--- config.mk ---
export PLATFORM = sky130hd
export DESIGN_NAME = fma_special_resolver
export DESIGN_NICKNAME = d
export VERILOG_FILES = /design/src/rtl/fma_sr_pkg.sv /design/src/rtl/fma_sr_classify.sv /design/src/rtl/fma_sr_nan_pick.sv /design/src/rtl/fma_sr_special.sv /design/src/rtl/fma_special_resolver.sv
export SDC_FILE = /design/constraint.sdc
export NUM_CORES = 1
export LEC_CHECK = 0
export CELL_PAD_IN_SITES_DETAIL_PLACEMENT = 1
export CELL_PAD_IN_SITES_GLOBAL_PLACEMENT = 2
export CORE_ASPECT_RATIO = 1.1
export CORE_MARGIN = 2
export CORE_UTILIZATION = 14
export DETAILED_ROUTE_END_ITERATION = 7
export GPL_TIMING_DRIVEN = 0
export PLACE_DENSITY_LB_ADDON = 0.1
export RECOVER_POWER = 25
export SETUP_SLACK_MARGIN = 0.02
export SYNTH_ARGS = -nofsm -noshare
export SYNTH_HDL_FRONTEND = slang
export SYNTH_SLANG_ARGS = --single-unit
--- constraint.sdc ---
create_clock -name vclk -period 4.1
set_input_delay 0.615 -clock vclk [all_inputs]
set_output_delay 0.615 -clock vclk [all_outputs]
set_load 0.05 [all_outputs]
--- src/rtl/fma_sr_pkg.sv ---
package fma_sr_pkg;

    typedef enum logic [2:0] {
        CL_ZERO,
        CL_SUB,
        CL_NORM,
        CL_INF,
        CL_QNAN,
        CL_SNAN
    } opclass_e;

    typedef enum logic [1:0] {
        PR_INVALID,
        PR_INF,
        PR_ZERO,
        PR_FINITE
    } prodclass_e;

    typedef enum logic [2:0] {
        OUT_COMPUTE,
        OUT_NAN_QUIET,
        OUT_NAN_PASS,
        OUT_INVALID,
        OUT_INF,
        OUT_ZERO,
        OUT_ADDEND
    } outsel_e;

    localparam int          N_OPS   = 3;
    localparam int          OP_Z    = 0;
    localparam int          OP_X    = 1;
    localparam int          OP_Y    = 2;
    localparam logic [1:0]  RM_DOWN = 2'b11;

    function automatic logic is_nan(input opclass_e c);
        return (c == CL_QNAN) || (c == CL_SNAN);
    endfunction

    function automatic logic is_finite_nz(input opclass_e c);
        return (c == CL_SUB) || (c == CL_NORM);
    endfunction

endpackage

--- src/rtl/fma_sr_classify.sv ---
module fma_sr_classify
    import fma_sr_pkg::*;
#(
    parameter int EXP_W  = 8,
    parameter int FRAC_W = 23
) (
    input  logic [EXP_W+FRAC_W:0] op_bits,
    output opclass_e              op_cls
);

    logic [EXP_W-1:0]  exp_f;
    logic [FRAC_W-1:0] frac_f;
    logic              exp_ones;
    logic              exp_zero;
    logic              frac_zero;

    assign exp_f     = op_bits[FRAC_W +: EXP_W];
    assign frac_f    = op_bits[FRAC_W-1:0];
    assign exp_ones  = &exp_f;
    assign exp_zero  = ~|exp_f;
    assign frac_zero = ~|frac_f;

    always_comb begin
        unique case ({exp_ones, exp_zero})
            2'b10: begin
                if (frac_zero)                op_cls = CL_INF;
                else if (frac_f[FRAC_W-1])    op_cls = CL_QNAN;
                else                          op_cls = CL_SNAN;
            end
            2'b01:   op_cls = frac_zero ? CL_ZERO : CL_SUB;
            default: op_cls = CL_NORM;
        endcase
    end

    // a NaN class always carries a nonzero fraction
    always_comb begin
        a_r1_nan_has_payload: assert (!is_nan(op_cls) || !frac_zero);
    end

endmodule

--- src/rtl/fma_sr_nan_pick.sv ---
module fma_sr_nan_pick
    import fma_sr_pkg::*;
(
    input  opclass_e    cls [N_OPS],
    output logic        nan_hit,
    output logic        nan_sig,
    output logic [1:0]  nan_idx
);

    always_comb begin
        nan_hit = 1'b0;
        nan_sig = 1'b0;
        nan_idx = 2'd0;
        // quiet pass: scan from the back so the earliest operand wins
        for (int i = N_OPS - 1; i >= 0; i--) begin
            if (cls[i] == CL_QNAN) begin
                nan_hit = 1'b1;
                nan_idx = 2'(i);
            end
        end
        // signalling pass overrides any quiet choice
        for (int i = N_OPS - 1; i >= 0; i--) begin
            if (cls[i] == CL_SNAN) begin
                nan_hit = 1'b1;
                nan_sig = 1'b1;
                nan_idx = 2'(i);
            end
        end
    end

    // a signalling pick must point at a signalling operand
    always_comb begin
        a_r3_sig_points_snan: assert (!nan_sig ||
            (nan_idx == 2'd0 && cls[0] == CL_SNAN) ||
            (nan_idx == 2'd1 && cls[1] == CL_SNAN) ||
            (nan_idx == 2'd2 && cls[2] == CL_SNAN));
    end

endmodule

--- src/rtl/fma_sr_special.sv ---
module fma_sr_special
    import fma_sr_pkg::*;
(
    input  opclass_e    z_cls,
    input  opclass_e    x_cls,
    input  opclass_e    y_cls,
    input  logic        prod_sgn,
    input  logic        add_sgn,
    input  logic [1:0]  rmode,
    output outsel_e     sel,
    output logic        out_sgn
);

    prodclass_e prod_cls;
    logic       x_inf, y_inf, x_zero, y_zero;

    assign x_inf  = (x_cls == CL_INF);
    assign y_inf  = (y_cls == CL_INF);
    assign x_zero = (x_cls == CL_ZERO);
    assign y_zero = (y_cls == CL_ZERO);

    always_comb begin
        if ((x_inf && y_zero) || (x_zero && y_inf)) prod_cls = PR_INVALID;
        else if (x_inf || y_inf)                    prod_cls = PR_INF;
        else if (x_zero || y_zero)                  prod_cls = PR_ZERO;
        else                                        prod_cls = PR_FINITE;
    end

    always_comb begin
        sel     = OUT_COMPUTE;
        out_sgn = 1'b0;
        unique case (prod_cls)
            PR_INVALID: sel = OUT_INVALID;
            PR_INF: begin
                if (z_cls == CL_INF && add_sgn != prod_sgn) begin
                    sel = OUT_INVALID;
                end else begin
                    sel     = OUT_INF;
                    out_sgn = prod_sgn;
                end
            end
            PR_ZERO: begin
                unique case (z_cls)
                    CL_INF: begin
                        sel     = OUT_INF;
                        out_sgn = add_sgn;
                    end
                    CL_ZERO: begin
                        sel     = OUT_ZERO;
                        out_sgn = (add_sgn == prod_sgn) ? add_sgn
                                                        : (rmode == RM_DOWN);
                    end
                    default: begin
                        sel     = OUT_ADDEND;
                        out_sgn = add_sgn;
                    end
                endcase
            end
            PR_FINITE: begin
                if (z_cls == CL_INF) begin
                    sel     = OUT_INF;
                    out_sgn = add_sgn;
                end
            end
            default: sel = OUT_COMPUTE;
        endcase
    end

endmodule

--- src/rtl/fma_special_resolver.sv ---
module fma_special_resolver
    import fma_sr_pkg::*;
#(
    parameter int                        EXP_W       = 8,
    parameter int                        FRAC_W      = 23,
    parameter logic [EXP_W+FRAC_W:0]     DEFAULT_NAN = 32'h7FC0_0000,
    parameter int                        QUIET_BIT   = FRAC_W - 1
) (
    input  logic [EXP_W+FRAC_W:0] z_bits,
    input  logic [EXP_W+FRAC_W:0] x_bits,
    input  logic [EXP_W+FRAC_W:0] y_bits,
    input  logic                  neg_prod,
    input  logic                  neg_add,
    input  logic [1:0]            rmode,
    output logic [EXP_W+FRAC_W:0] result,
    output logic                  invalid,
    output logic                  compute
);

    localparam int W = 1 + EXP_W + FRAC_W;

    logic [W-1:0] op_bits [N_OPS];
    opclass_e     op_cls  [N_OPS];

    assign op_bits[OP_Z] = z_bits;
    assign op_bits[OP_X] = x_bits;
    assign op_bits[OP_Y] = y_bits;

    for (genvar g = 0; g < N_OPS; g++) begin : g_cls
        fma_sr_classify #(
            .EXP_W  (EXP_W),
            .FRAC_W (FRAC_W)
        ) i_cls (
            .op_bits (op_bits[g]),
            .op_cls  (op_cls[g])
        );
    end

    logic prod_sgn, add_sgn;
    assign prod_sgn = x_bits[W-1] ^ y_bits[W-1] ^ neg_prod;
    assign add_sgn  = z_bits[W-1] ^ neg_add;

    logic       nan_hit, nan_sig;
    logic [1:0] nan_idx;

    fma_sr_nan_pick i_nan (
        .cls     (op_cls),
        .nan_hit (nan_hit),
        .nan_sig (nan_sig),
        .nan_idx (nan_idx)
    );

    outsel_e sp_sel;
    logic    sp_sgn;

    fma_sr_special i_spec (
        .z_cls    (op_cls[OP_Z]),
        .x_cls    (op_cls[OP_X]),
        .y_cls    (op_cls[OP_Y]),
        .prod_sgn (prod_sgn),
        .add_sgn  (add_sgn),
        .rmode    (rmode),
        .sel      (sp_sel),
        .out_sgn  (sp_sgn)
    );

    logic [W-1:0] nan_src;
    always_comb begin
        unique case (nan_idx)
            2'd1:    nan_src = x_bits;
            2'd2:    nan_src = y_bits;
            default: nan_src = z_bits;
        endcase
    end

    outsel_e fin_sel;
    always_comb begin
        if (nan_hit) fin_sel = nan_sig ? OUT_NAN_QUIET : OUT_NAN_PASS;
        else         fin_sel = sp_sel;
    end

    always_comb begin
        result  = '0;
        invalid = 1'b0;
        compute = 1'b0;
        unique case (fin_sel)
            OUT_NAN_QUIET: begin
                result            = nan_src;
                result[QUIET_BIT] = 1'b1;
                invalid           = 1'b1;
            end
            OUT_NAN_PASS: result = nan_src;
            OUT_INVALID: begin
                result  = DEFAULT_NAN;
                invalid = 1'b1;
            end
            OUT_INF:    result = {sp_sgn, {EXP_W{1'b1}}, {FRAC_W{1'b0}}};
            OUT_ZERO:   result = {sp_sgn, {(W-1){1'b0}}};
            OUT_ADDEND: result = {sp_sgn, z_bits[W-2:0]};
            OUT_COMPUTE: compute = 1'b1;
            default:     compute = 1'b1;
        endcase
    end

    // Assertions relating the separate decision pieces
    logic any_nan, any_snan;
    assign any_nan  = is_nan(op_cls[OP_Z]) || is_nan(op_cls[OP_X]) || is_nan(op_cls[OP_Y]);
    assign any_snan = (op_cls[OP_Z] == CL_SNAN) || (op_cls[OP_X] == CL_SNAN) ||
                      (op_cls[OP_Y] == CL_SNAN);

    always_comb begin
        // handing off to the datapath leaves the outputs clear
        a_r11_compute_clean: assert (!compute || (result == '0 && !invalid));
        // no hand-off while any NaN is present
        a_r3_nan_blocks_compute: assert (!any_nan || !compute);
        // quiet NaNs alone never raise the flag
        a_r5_qnan_no_flag: assert (!any_nan || any_snan || !invalid);
        // a flagged result is always a NaN word
        a_r12_invalid_is_nan: assert (!invalid ||
            (&result[FRAC_W +: EXP_W] && |result[FRAC_W-1:0]));
        // finite nonzero product against infinite addend
        a_r8_inf_addend: assert (!(op_cls[OP_Z] == CL_INF &&
            is_finite_nz(op_cls[OP_X]) && is_finite_nz(op_cls[OP_Y])) ||
            result == {add_sgn, {EXP_W{1'b1}}, {FRAC_W{1'b0}}});
        // infinity times zero gives the default NaN
        a_r6_inf_times_zero: assert (any_nan ||
            !((op_cls[OP_X] == CL_INF && op_cls[OP_Y] == CL_ZERO) ||
              (op_cls[OP_X] == CL_ZERO && op_cls[OP_Y] == CL_INF)) ||
            (result == DEFAULT_NAN && invalid));
    end

endmodule

==> results of run 1 <==
==> metrics by stage <==
stage / area, um2 / hold slack (ns) / cells
after floorplan: 2040 / 1.42 / 248
after global placement: 3570 / 2.49 / 532
after detailed placement: 3570 / 2.49 / 532
after CTS: 3980 / 1.77 / 551
after global routing: 4130 / 1.79 / 561
final: 4130 / 1.74 / 561
==> cells in the mapped netlist (all sizes together) <==
| master | number | share of area |
|---|---|---|
| o2111a | 1 | 0.0069 |
| a31oi | 3 | 0.012 |
| clkbuf | 10 | 0.023 |
| inv | 14 | 0.032 |
| nor2 | 22 | 0.051 |
| xnor2 | 3 | 0.016 |
| a21oi | 7 | 0.022 |
| ha | 8 | 0.061 |
| buf | 3 | 0.012 |
| and4 | 3 | 0.016 |
| nor4 | 15 | 0.058 |
| a22oi | 32 | 0.15 |
| nand4 | 12 | 0.046 |
| a32o | 1 | 0.0061 |
| o211a | 1 | 0.0061 |
| nand2 | 14 | 0.032 |
| or3b | 2 | 0.011 |
| o2bb2ai | 22 | 0.12 |
| and2 | 3 | 0.012 |
| or3 | 2 | 0.0077 |
| o21ba | 1 | 0.0061 |
| or2 | 6 | 0.023 |
| o211ai | 1 | 0.0046 |
| o221ai | 1 | 0.0054 |
| o21ai | 9 | 0.028 |
| nand4b | 1 | 0.0054 |
| mux2i | 1 | 0.0061 |
| a311oi | 1 | 0.0054 |
| nor2b | 4 | 0.015 |
| a221oi | 1 | 0.0092 |
| nand3 | 4 | 0.012 |
| o2111ai | 2 | 0.011 |
| nor3b | 1 | 0.0046 |
| and3 | 1 | 0.0038 |
| a211o | 9 | 0.048 |
| a311o | 1 | 0.0061 |
| xor2 | 1 | 0.0054 |
| a41oi | 1 | 0.0054 |
| nor3 | 8 | 0.025 |
| or4 | 6 | 0.030 |
| a21o | 1 | 0.0046 |
| nand2b | 8 | 0.031 |
| nor4b | 1 | 0.0092 |
==> path summary, 6_finish.rpt <==
path	to	slack [ns]	startpoint	cells after the start
hold / removal	result[23]	1.74	y_bits[23]	5
setup / recovery	result[23]	-0.51	x_bits[17]	11
==> kinds of logic after synthesis <==
| family | Yosys count | share of synthesized area |
|---|---|---|
| and+or+nand+nor | 113 | 0.392 |
| AOI/OAI and AO/OA | 95 | 0.452 |
| buffers and inverters | 27 | 0.0669 |
| adders and majority gates | 8 | 0.0615 |
| xor gates and xnor gates | 4 | 0.0215 |
| muxes | 1 | 0.00615 |
==> power by group through the flow <==
stage          sequential, uW  combinational [uW]  clock (uW)
2_1_floorplan               0                57.6           0
3_3_place_gp                0                 200           0
3_5_place_dp                0                 201           0
4_1_cts                     0                 211           0
5_1_grt                     0                 225           0
6_report                    0                 211           0
==> worst min-delay path, cell delays in order <==
cell and delay (ns):
buf_6 0.09, a22oi_1 0.06, nor2_1 0.11, a211o_4 0.12
buf_8 0.13
==> per-layer routing <==
| layer | share of wire | vias to the layer above |
|---|---|---|
| met4 | 0.015 | 0 |
| met5 | 0 | - |
| met1 | 0.43 | 1285 |
| met3 | 0.049 | 8 |
| met2 | 0.51 | 75 |
| li1 | - | 1334 |
==> timing repair <==
action / CTS / global route
resized for setup: 372 / 38
cloned: 2 / 0
pin swaps: 31 / 23
setup buffers: 18 / 12
endpoints found under the setup margin: 34 / 34
==> cell type report <==
type / count / area [um2]
tap: 150 / 188
fill: 1340 / 7260
timing repair buffer: 164 / 1520
multi-input combinational: 221 / 2280
buffer: 12 / 85.1
inverter: 14 / 52.6
==> results.sh, run 1 <==
export IMPL_gpl_final_weighted_congestion=0.757
export IMPL_sequentialPowerShare=0
export IMPL_final_clkbuf_count=0
export IMPL_largest_net_degree_at_the_start_of_global_routing=11
export IMPL_mostFrequentLayoutCells="62 x clkdlybuf4s50_1, 37 x buf_4, 32 x a22oi_1"
export IMPL_layout_cells_most_common="clkdlybuf4s50_1"
export IMPL_vias=2702
export IMPL_drt_drc_violations_left=0
export IMPL_min_period_ns=4.61
export IMPL_power_switching_uw=97.9
export IMPL_area_sequential_um2=0
export IMPL_finalWorstSetupSlack_ns=-0.512
export IMPL_setup_worst_path_end_class="output port"
export IMPL_mappedNetlistNets=356
export IMPL_syn_area_um2=1630
export IMPL_failed_checks="setup timing"
export IMPL_die_width_um=107
export IMPL_setup_repair_after_global_routing_missed_its_margin="true"
export IMPL_min_period_over_period=1.12
export IMPL_port_buffer_count=134
export IMPL_post_layout_total_power_uw=211
export IMPL_final_setup_viol_count=30
export IMPL_synth_area_per_cell_um2=6.56
export IMPL_detailedPlacementHpwl_mm=8.73
export IMPL_maximum_ir_drop_on_the_vdd_rail_v=0.0000277
export IMPL_crit_path_top_delay_cell="clkdlybuf4s50_1"
export IMPL_ant_nets=0
export IMPL_io_pins=134
export IMPL_power_density_over_the_cells_nw_per_um2=51.2
export IMPL_place_ws_ns=-1.69
export IMPL_yosys_warnings=0
export IMPL_switching_share=0.463
export IMPL_worstPathMaxFanout=5
export IMPL_slew_viol_final=0
export IMPL_grt_antenna_before_repair=0
export IMPL_cts_hold_buf=0
export IMPL_cpPeakStageDelay_ns=0.47
export IMPL_initial_utilization=0.143
export IMPL_outcome="finished, violations left"
export IMPL_crit_path_cell_trace="clkdlybuf4s50_1 > nor4_4 > nand4_1 > or3_4 > a211o_1 > a221oi_2 > o21ba_1 > a311o_2 > buf_6 > a211o_4 > buf_8"
export IMPL_detail_route_wirelength_mm=10.5
export IMPL_grt_pass1_wl_mm=15.8
export IMPL_drtPass1Iterations=4
export IMPL_p_leak_uw=0.00150
export IMPL_p_clk_frac=0
export IMPL_final_setup_tns_ns=-13.52
export IMPL_finish_net_count=521
export IMPL_overflow=0
export IMPL_fraction_of_final_layout_cells_sized_beyond_drive_strength_1=0.453
export IMPL_power_combinational_fraction=1.000
export IMPL_cpLargestDelayFamily="compound AO/OA/AOI/OAI gates"
export IMPL_final_hold_violation_count=0
export IMPL_yosysSeqAreaShare=0
export IMPL_routed_wl_per_cell_um=18.7
export IMPL_grt_pass1_vias=2972
export IMPL_busiest_layer="met2"
export IMPL_gr_usage_met3=0.0238
export IMPL_path_class="in2out"
export IMPL_worstPathBufferInverterCount=3
export IMPL_p_int_uw=114
export IMPL_rows=41
export IMPL_met1_demand_to_capacity_share_in_global_routing=0.203
export IMPL_worstPathArrival_ns=4.00
export IMPL_max_freq_mhz=217
export IMPL_die_area_um2=12500
export IMPL_relSlewSlack=0.647
export IMPL_drt_vias_per_instance=4.82
export IMPL_die_height_um=117
export IMPL_grt_use_met2=0.296
export IMPL_detail_route_iter0_violations=85
export IMPL_final_core_utilization=0.363
export IMPL_grt_use_total=0.160
export IMPL_startpoint_type="primary input"
export IMPL_insertedDiodeCount=0
export IMPL_maxCapViolations=0
export IMPL_coreArea_um2=11400
export IMPL_area_delta_synth_final_pct=154
export IMPL_max_slew_worst_pin_slew_ns=0.530
export IMPL_post_synthesis_cell_count=248
export IMPL_timing_critical_path_required_ns=3.48
export IMPL_post_synth_num_cell_types=47
export IMPL_sequential_cell_total=0
export IMPL_min_delay_path_class="in2out"
No activity file was read; power rests on OpenSTA's default activity.
==> run 2: changes to the inputs <==
--- a/config.mk
+++ b/config.mk
@@ -8,7 +8,7 @@
 export CELL_PAD_IN_SITES_DETAIL_PLACEMENT = 1
 export CELL_PAD_IN_SITES_GLOBAL_PLACEMENT = 2
 export CORE_ASPECT_RATIO = 1.1
-export CORE_MARGIN = 2
+export CORE_MARGIN = 3
 export CORE_UTILIZATION = 14
 export DETAILED_ROUTE_END_ITERATION = 7
 export GPL_TIMING_DRIVEN = 0
==> run 2 against run 1 <==
Compared with the run above:
- the run still ends with setup timing left
- combinational power grew 4%
- critical path depth grew 2
- first-iteration DRC count shrank 19%
- sequential share of layout area is the same
- die area grew 3.6%
- critical path type unchanged
==> results.sh, run 2 (synthesis results as in run 1) <==
export IMPL_grt_pass1_wl_mm=17.2
export IMPL_die_width_um=109
export IMPL_timing_critical_path_required_ns=3.48
export IMPL_relSlewSlack=0.618
export IMPL_source_of_the_worst_hold_timing_path="x_bits[26]"
export IMPL_startpoint_type="primary input"
export IMPL_met3_routed_wl_um=458
export IMPL_final_clkbuf_count=0
export IMPL_power_combinational_fraction=1.000
export IMPL_worst_path_most_repeated_cell="buf_4"
export IMPL_p_leak_uw=0.00154
export IMPL_sequential_cell_total=0
export IMPL_min_delay_path_class="in2out"
export IMPL_timing_critical_path_from="x_bits[10]"
export IMPL_drt_vias_per_instance=4.98
export IMPL_maximum_ir_drop_on_the_vdd_rail_v=0.0000245
export IMPL_maxCapViolations=0
export IMPL_top_signal_layer_used="met4"
export IMPL_sequentialPowerShare=0
export IMPL_ant_nets=0
export IMPL_fraction_of_final_layout_cells_sized_beyond_drive_strength_1=0.470
export IMPL_drtPass1Iterations=4
export IMPL_crit_path_top_delay_cell="or4_4"
export IMPL_max_freq_mhz=214
export IMPL_overflow=0
export IMPL_power_switching_uw=103
export IMPL_cpPeakStageDelay_ns=0.58
export IMPL_area_delta_synth_final_pct=164
export IMPL_initial_utilization=0.146
export IMPL_final_cell_count_no_fill=567
export IMPL_final_setup_tns_ns=-16.34
export IMPL_setup_repair_after_global_routing_missed_its_margin="true"
export IMPL_crit_path_cell_trace="dlygate4sd2_1 > or4_4 > or2_4 > buf_4 > nor3_1 > nor4b_4 > buf_4 > a221oi_2 > o21ba_1 > a311o_2 > buf_6 > a211o_4 > buf_8"
export IMPL_place_ws_ns=-1.69
export IMPL_vias=2823
export IMPL_grt_use_total=0.167
export IMPL_finish_net_count=529
export IMPL_final_hold_violation_count=0
export IMPL_detailed_place_area_um2=3570
export IMPL_port_buffer_count=134
export IMPL_switching_share=0.467
export IMPL_die_height_um=119
export IMPL_m1WireLength_mm=4.88
export IMPL_placedCellCount=529
export IMPL_path_class="in2out"
export IMPL_wl_met2_mm=6.11
export IMPL_layout_cells_most_common="clkdlybuf4s50_1"
export IMPL_p_clk_frac=0
export IMPL_detail_route_wirelength_mm=11.5
export IMPL_slew_viol_final=0
export IMPL_coreArea_um2=11200
export IMPL_mostFrequentLayoutCells="63 x clkdlybuf4s50_1, 37 x buf_6, 34 x buf_4"
export IMPL_holdWs_ns=1.76
export IMPL_p_int_uw=117
export IMPL_setup_worst_path_end_class="output port"
export IMPL_final_cell_area_um2=4290
export IMPL_area_sequential_um2=0
export IMPL_final_setup_viol_count=32
export IMPL_die_area_um2=13000
export IMPL_worstPathArrival_ns=4.06
export IMPL_min_period_ns=4.68
export IMPL_detailedPlacementHpwl_mm=9.05
export IMPL_worstPathMaxFanout=6
export IMPL_n_fill_cell=1291
export IMPL_io_pins=134
export IMPL_grt_antenna_before_repair=1
export IMPL_largest_net_degree_at_the_start_of_global_routing=11
export IMPL_detail_route_iter0_violations=69
export IMPL_outcome="finished, violations left"
export IMPL_routed_wl_per_cell_um=20.3
export IMPL_min_period_over_period=1.14
export IMPL_rows=40
export IMPL_drt_drc_violations_left=0
export IMPL_grt_pass1_vias=3041
export IMPL_failed_checks="setup timing"
export IMPL_power_density_over_the_cells_nw_per_um2=51.2
export IMPL_cts_hold_buf=0
export IMPL_max_slew_worst_pin_slew_ns=0.567
export IMPL_gpl_final_weighted_congestion=0.798
export IMPL_finalWorstSetupSlack_ns=-0.580
## run 2: cell types whose count changed in the layout (fill, tap and decap cells not counted), sizes merged
cell	previous run	this run
clkbuf	12	11
clkdlybuf4s50	62	63
diode	0	1
dlymetal6s2s	5	2
buf	80	89
dlygate4sd2	17	16
clkdlybuf4s15	0	3
## run 2: power by group through the flow
stage	clock (uW)	combinational, uW	sequential, uW
final	0.0000326	220	0
after global placement	0	200	0
after CTS	0	217	0
after detailed placement	0	201	0
after global routing	0.0000326	232	0
after floorplan	0	57.6	0
## run 2: what timing repair did
item,in CTS,in global routing
endpoints found under the setup margin,34,34
gates resized for setup,402,36
setup buffers,21,17
pin swaps,32,19
cloned,3,0
## run 2: routing by layer
metal	global-route usage	vias up
li1	-	1352
met1	0.213	1396
met2	0.305	71
met3	0.0211	4
met4	0.0142	0
met5	0	-
## run 2: cell type report
cell class | count | area [um2] | area share
Inverter | 14 | 52.6 | 0.0122
Timing Repair Buffer | 173 | 1650 | 0.386
Antenna cell | 1 | 2.50 | 0.000583
Multi-Input combinational cell | 221 | 2320 | 0.542
Buffer | 11 | 73.8 | 0.0172
Tap cell | 147 | 184 | 0.0429
## run 2: worst paths after layout
path | to | slack [ns] | depth (start not counted)
worst min-delay path | result[26] | 1.76 | 5
worst max-delay path | result[25] | -0.58 | 13
## run 2: critical path: cells and delay by family
family	cells	cell delay (ns)
compound gates	4	1.27
buf+inv	5	0.87
simple gates	4	1.31
## run 2: metrics by stage
step                      utilization  power, uW
after global placement          0.320        200
after detailed placement        0.320        201
final                           0.384        220
after floorplan                     -       57.6
after CTS                       0.368        217
after global routing            0.384        232
